[config.mk]
export PLATFORM = sky130hd
export DESIGN_NAME = burst_addr_sequencer
export DESIGN_NICKNAME = d
export VERILOG_FILES = /design/src/rtl/lseq_pkg.sv /design/src/rtl/lseq_ctrl.sv /design/src/rtl/lseq_map.sv /design/src/rtl/burst_addr_sequencer.sv
export SDC_FILE = /design/constraint.sdc
export NUM_CORES = 1
export LEC_CHECK = 0
export ABC_AREA = 1
export BUFFER_PORTS_ARGS = -buffer_cell sky130_fd_sc_hd__clkbuf_2
export CAP_MARGIN = 15
export CELL_PAD_IN_SITES_DETAIL_PLACEMENT = 1
export CELL_PAD_IN_SITES_GLOBAL_PLACEMENT = 1
export CORE_MARGIN = 2
export CORE_UTILIZATION = 40
export CTS_CLUSTER_SIZE = 16
export DETAILED_ROUTE_END_ITERATION = 8
export GPL_TIMING_DRIVEN = 0
export PLACE_DENSITY = 0.86
export SLEW_MARGIN = 20
export SYNTH_ARGS = -nofsm -noshare
export SYNTH_HDL_FRONTEND = slang
export SYNTH_SLANG_ARGS = --single-unit
[constraint.sdc]
create_clock -name clk -period 3.8 [get_ports clk]
set_clock_uncertainty 0.2 [all_clocks]
set_input_delay 0.57 -clock clk [delete_from_list [all_inputs] [get_ports clk]]
set_output_delay 0.57 -clock clk [all_outputs]
set_load 0.1 [all_outputs]
[src/rtl/lseq_pkg.sv]
package lseq_pkg;
  typedef enum logic [1:0] {
    PH_IDLE = 2'd0,
    PH_CAP  = 2'd1,
    PH_RD   = 2'd2
  } phase_e;
endpackage

[src/rtl/lseq_ctrl.sv]
module lseq_ctrl
  import lseq_pkg::*;
#(
  parameter int IDX_W = 9
) (
  input  logic             clk,
  input  logic             rst,
  input  logic             cap_start,
  input  logic             rd_start,
  input  logic             abort_req,
  input  logic             req_ready,
  output logic             req_valid,
  output logic             req_write,
  output logic [IDX_W-1:0] idx_q,
  output logic [IDX_W:0]   stored_q,
  output logic             done_q,
  output logic             busy
);
  localparam logic [IDX_W:0] CAP_CNT = {1'b1, {IDX_W{1'b0}}};
  localparam logic [IDX_W:0] CAP_LAST = CAP_CNT - 1'b1;

  phase_e ph_q;
  logic   hs;
  logic   last_cap;
  logic   last_rd;

  assign req_valid = (ph_q != PH_IDLE);
  assign req_write = (ph_q == PH_CAP);
  assign busy      = req_valid;
  assign hs        = req_valid & req_ready;
  assign last_cap  = ({1'b0, idx_q} == CAP_LAST);
  assign last_rd   = (({1'b0, idx_q} + 1'b1) == stored_q);

  always_ff @(posedge clk) begin
    if (rst) begin
      ph_q     <= PH_IDLE;
      idx_q    <= '0;
      stored_q <= '0;
      done_q   <= 1'b0;
    end else begin
      done_q <= 1'b0;
      case (ph_q)
        PH_IDLE: begin
          if (cap_start) begin
            ph_q     <= PH_CAP;
            idx_q    <= '0;
            stored_q <= '0;
          end else if (rd_start) begin
            idx_q <= '0;
            if (stored_q == '0) done_q <= 1'b1;
            else                ph_q   <= PH_RD;
          end
        end
        PH_CAP: begin
          if (hs) begin
            stored_q <= stored_q + 1'b1;
            idx_q    <= idx_q + 1'b1;
          end
          if ((hs && last_cap) || abort_req) begin
            ph_q   <= PH_IDLE;
            done_q <= 1'b1;
          end
        end
        PH_RD: begin
          if (hs) idx_q <= idx_q + 1'b1;
          if ((hs && last_rd) || abort_req) begin
            ph_q   <= PH_IDLE;
            done_q <= 1'b1;
          end
        end
        default: ph_q <= PH_IDLE;
      endcase
    end
  end


  one_cmd_type_chk: assert property (@(posedge clk) disable iff (rst)
    (req_valid && $past(req_valid)) |-> (req_write == $past(req_write)));


  hold_request_chk: assert property (@(posedge clk) disable iff (rst)
    (req_valid && !req_ready && !abort_req) |=>
      (req_valid && $stable(idx_q) && $stable(req_write)));


  index_step_chk: assert property (@(posedge clk) disable iff (rst)
    (hs && !abort_req && !last_cap && !(!req_write && last_rd)) |=>
      (idx_q == $past(idx_q) + 1'b1));


  no_overfill_chk: assert property (@(posedge clk) disable iff (rst)
    stored_q <= CAP_CNT);


  read_in_range_chk: assert property (@(posedge clk) disable iff (rst)
    (req_valid && !req_write) |-> ({1'b0, idx_q} < stored_q));


  done_idle_chk: assert property (@(posedge clk) disable iff (rst)
    done_q |-> !req_valid);
endmodule

[src/rtl/lseq_map.sv]
module lseq_map #(
  parameter int COL_W      = 10,
  parameter int BURST_LOG2 = 3,
  parameter int BANK_W     = 3,
  parameter int ROW_W      = 16
) (
  input  logic [COL_W-BURST_LOG2+BANK_W+ROW_W-1:0] idx,
  output logic [COL_W-1:0]                          col,
  output logic [BANK_W-1:0]                         bank,
  output logic [ROW_W-1:0]                          row,
  output logic                                      bank_change
);
  localparam int CB = COL_W - BURST_LOG2;

  generate
    if (BURST_LOG2 > 0) begin : g_scaled
      assign col = {idx[CB-1:0], {BURST_LOG2{1'b0}}};
    end else begin : g_plain
      assign col = idx[CB-1:0];
    end
  endgenerate

  assign bank        = idx[CB +: BANK_W];
  assign row         = idx[CB+BANK_W +: ROW_W];
  // Steps are one burst, so the bank/row pair changes exactly when the column wraps.
  assign bank_change = (idx[CB-1:0] == '0);
endmodule

[src/rtl/burst_addr_sequencer.sv]
module burst_addr_sequencer #(
  parameter int COL_W      = 10,
  parameter int BURST_LOG2 = 3,
  parameter int BANK_W     = 3,
  parameter int ROW_W      = 16,
  localparam int IDX_W     = COL_W - BURST_LOG2 + BANK_W + ROW_W
) (
  input  logic              clk,
  input  logic              rst,
  input  logic              cap_start,
  input  logic              rd_start,
  input  logic              abort_req,
  input  logic              req_ready,
  output logic              req_valid,
  output logic              req_write,
  output logic [COL_W-1:0]  req_col,
  output logic [BANK_W-1:0] req_bank,
  output logic [ROW_W-1:0]  req_row,
  output logic              req_bank_change,
  output logic [IDX_W:0]    stored_count,
  output logic              done,
  output logic              busy
);
  logic [IDX_W-1:0] idx;

  lseq_ctrl #(.IDX_W(IDX_W)) u_ctrl (
    .clk       (clk),
    .rst       (rst),
    .cap_start (cap_start),
    .rd_start  (rd_start),
    .abort_req (abort_req),
    .req_ready (req_ready),
    .req_valid (req_valid),
    .req_write (req_write),
    .idx_q     (idx),
    .stored_q  (stored_count),
    .done_q    (done),
    .busy      (busy)
  );

  lseq_map #(
    .COL_W      (COL_W),
    .BURST_LOG2 (BURST_LOG2),
    .BANK_W     (BANK_W),
    .ROW_W      (ROW_W)
  ) u_map (
    .idx         (idx),
    .col         (req_col),
    .bank        (req_bank),
    .row         (req_row),
    .bank_change (req_bank_change)
  );


  col_aligned_chk: assert property (@(posedge clk) disable iff (rst)
    req_valid |-> (req_col[0] == 1'b0 || BURST_LOG2 == 0));


  first_req_flag_chk: assert property (@(posedge clk) disable iff (rst)
    (req_valid && !$past(req_valid)) |-> req_bank_change);
endmodule

==> flow_metrics.py <==
metrics = {
    "power_and_ir_drop": {
        "p_switching_mw": 0.8743,
        "sw_frac_of_total_pct": 49.59,
        "seqPwrFrac_pct": 35.9,
        "power_density_nw_per_um2": 389.3,
        "power_mw": 1.763,
        "leakagePower_nw": 1.920,
        "ir_drop_mv": 0.5487,
        "power.internal_mw": 0.8888,
        "pwr-share-clk_pct": 19.1,
        "p_comb_share_pct": 45.0,
    },
    "synthesis": {
        "synth-main-ff-cell": "dfxtp_1",
        "synth_edf_count": 0,
        "synth_seq_cells": 56,
        "post-synth-top-area-cell": "dfxtp_1",
        "avgSynthCellArea_um2": 5.870,
        "synth.distinct_cells": 30,
        "yosysWarnings": 0,
        "syn-instance-count": 675,
        "synthArstFlopShare_pct": 0,
        "yosysTopAreaCellShare_pct": 28.29,
        "synth_common_cells": "221 x nand2_1, 91 x inv_1, 76 x nand3_1",
        "syn-cell-area_um2": 3963,
        "seq_area_frac_synth_pct": 28.29,
        "yosysMostFrequentCell": "nand2_1",
        "synth_area_leaders": "dfxtp_1 28%, nand2_1 21%, nand3_1 9.6%",
    },
    "cells_and_area": {
        "drive_above_1_share_pct": 14.08,
        "area_growth_pct": 14.30,
        "diodes": 0,
        "nNetsFinal": 760,
        "postLayoutCellArea_um2": 4529,
        "stdcell_count": 879,
    },
    "cts": {
        "post-cts-setup-buffer-count": 0,
        "tritoncts": "done",
        "cts_htree_levels": 2,
        "hold_buffers": 0,
        "cts_made_buffers": 5,
        "ctsLongestPathBuffers": 2,
        "cts.sinks": 56,
        "clkTransAtPathRegs_ns": 0.10,
        "cts-resized-gates": 0,
        "cts-root-buf": "clkbuf_8",
        "clock_latency_ns": 0.33,
    },
    "grt": {
        "grt_pass1_wl_um": 23450,
        "grt_antenna_before_repair": 0,
        "grt_overflow_total": 0,
        "grt_use_total_pct": 27.06,
        "grt_use_met2_pct": 46.12,
        "grt_max_degree": 16,
        "use_met1_pct": 36.13,
        "grt_most_used_layer": "met2",
        "grt_pass1_vias": 4727,
        "met3_usage_pct": 3.398,
    },
    "die": {
        "die_x_um": 103.5,
        "initial_core_util_pct": 40.92,
        "dieArea_um2": 10720,
        "coreArea_um2": 9684,
        "die_h_um": 103.5,
        "rows": 36,
        "io-pin-count": 67,
    },
    "timing": {
        "min_period_ns": 3.011,
        "tightest_slew_ns": 0.8578,
        "rsz0062_at_grt": "no",
        "setup_viol": 0,
        "fmax_mhz": 332.1,
        "fin_hold_ws_ns": 0.3274,
        "period_share_pct": 79.24,
        "finalSetupTns_ns": 0,
        "relSlewSlack_pct": 42.43,
        "timing.final.max_slew_violations": 0,
        "hold_viol": 0,
    },
    "worst_setup_path": {
        "start_kind": "flip-flop",
        "crit_type": "flip-flop to flip-flop",
        "r2r_setup_slack_ns": 0.79,
        "worst_setup_path_end_kind": "flip-flop",
        "cp.required_ns": 3.82,
        "crit_path_max_fanout": 6,
        "arrival_ns": 3.03,
    },
    "drt": {
        "wire_per_inst_um": 16.23,
        "drt.antenna.violating_nets": 0,
        "vias": 4648,
        "drc_errors": 0,
        "wl_um": 14270,
        "first_iter_violations": 152,
        "drt_pass1_iterations": 4,
        "viasPerCell": 5.288,
    },
    "job": {
        "drv_cap": 0,
    },
    "placed_design": {
        "port_buffers": 62,
        "hpwl_um": 11360,
        "globalplace.congestion": 0.8703,
        "dp.cells": 872,
        "dpl_cell_area_um2": 4452,
    },
    "outcome": {
        "status": "complete, no violations",
    },
    "worst_hold_path": {
        "hold_path.class": "flip-flop to flip-flop",
    },
}
## placed cells by master, fill, tap and decap left out, types with 3 or more instances in the layout
| cell type | instances |
|---|---|
| a21oi_1 | 52 |
| buf_4 | 4 |
| clkbuf_1 | 9 |
| clkbuf_2 | 62 |
| clkbuf_8 | 5 |
| conb_1 | 3 |
| dfxtp_1 | 56 |
| ha_1 | 8 |
| inv_1 | 91 |
| nand2_1 | 221 |
| nand2_2 | 10 |
| nand3_1 | 76 |
| nand3b_1 | 6 |
| nand4_1 | 14 |
| nor2_1 | 56 |
| nor2_2 | 9 |
| nor2_4 | 7 |
| nor3_1 | 13 |
| nor4_1 | 5 |
| o21ai_0 | 21 |
## per-layer routing
layer | share of wire, % | vias up
met5 | 0 | -
met3 | 4.9 | 20
met2 | 49 | 89
met1 | 45 | 2237
li1 | - | 2302
met4 | 1.8 | 0
## area by class of cell
class / instances / area (um^2)
inverter: 91 / 341.6
tap: 133 / 166.4
clock inverter: 1 / 5.005
timing repair buffer: 62 / 310.3
fill: 1432 / 5155
buffer: 14 / 68.82
sequential: 56 / 1121
multi-input combinational: 516 / 2444
clock buffer: 6 / 72.57
## through the flow
stage	worst slack (ns)	util [%]
2_1_floorplan	0.5745	-
3_3_place_gp	1.038	45.97
3_5_place_dp	0.9098	45.97
4_1_cts	0.7800	46.77
5_1_grt	0.4760	46.77
6_report	0.7889	46.77
## worst paths after layout
| path | cells after the start | from | endpoint |
|---|---|---|---|
| setup / recovery | 15 | u_ctrl.ph_q[0] | u_ctrl.stored_q[24] |
| hold reg to reg | 1 | u_ctrl.stored_q[25] | u_ctrl.stored_q[25] |
| hold / removal | 1 | u_ctrl.stored_q[25] | u_ctrl.stored_q[25] |
| setup reg to reg | 15 | u_ctrl.ph_q[0] | u_ctrl.stored_q[24] |
## power by group through the flow
| stage | Combinational [mW] | Sequential (mW) | Clock, mW |
|---|---|---|---|
| floorplan | 0.504 | 0.736 | 0 |
| CTS | 0.789 | 0.633 | 0.344 |
| detailed placement | 0.781 | 0.647 | 0 |
| global placement | 0.768 | 0.645 | 0 |
| finish | 0.793 | 0.633 | 0.337 |
| global route | 0.851 | 0.636 | 0.367 |
## critical path, stage by stage (launching register included)
cell and delay, ns:
dfxtp_1 0.41, inv_1 0.09, ha_1 0.27, nor2_2 0.20, nand2_2 0.08, nand2_2 0.13, nand2_1 0.11, nor2_1 0.17
nand2_1 0.10, nor2_2 0.16, nand4_1 0.16, nor2_1 0.22, nand4_1 0.17, inv_1 0.11, a21oi_1 0.09, nor3_1 0.23
## state kept, by name, summed over array words and instances (netlist names)
register         cells
u_ctrl.done_q        1
u_ctrl.idx_q        26
u_ctrl.stored_q     27
u_ctrl.ph_q          2
## cells by family (layout without fill, tap and decap cells)
family / Yosys count / after routing / synth area share, %
adders and majority gates: 8 / 8 / 2.526
and+or+nand+nor: 425 / 425 / 48.18
DFF: 56 / 56 / 28.29
buffers and inverters: 105 / 174 / 10.36
xor gates and xnor gates: 1 / 1 / 0.2211
other: 1 / 3 / 0.09464
AOI/OAI and AO/OA: 79 / 79 / 10.33
Note: power is estimated with default switching activity, not from simulation.
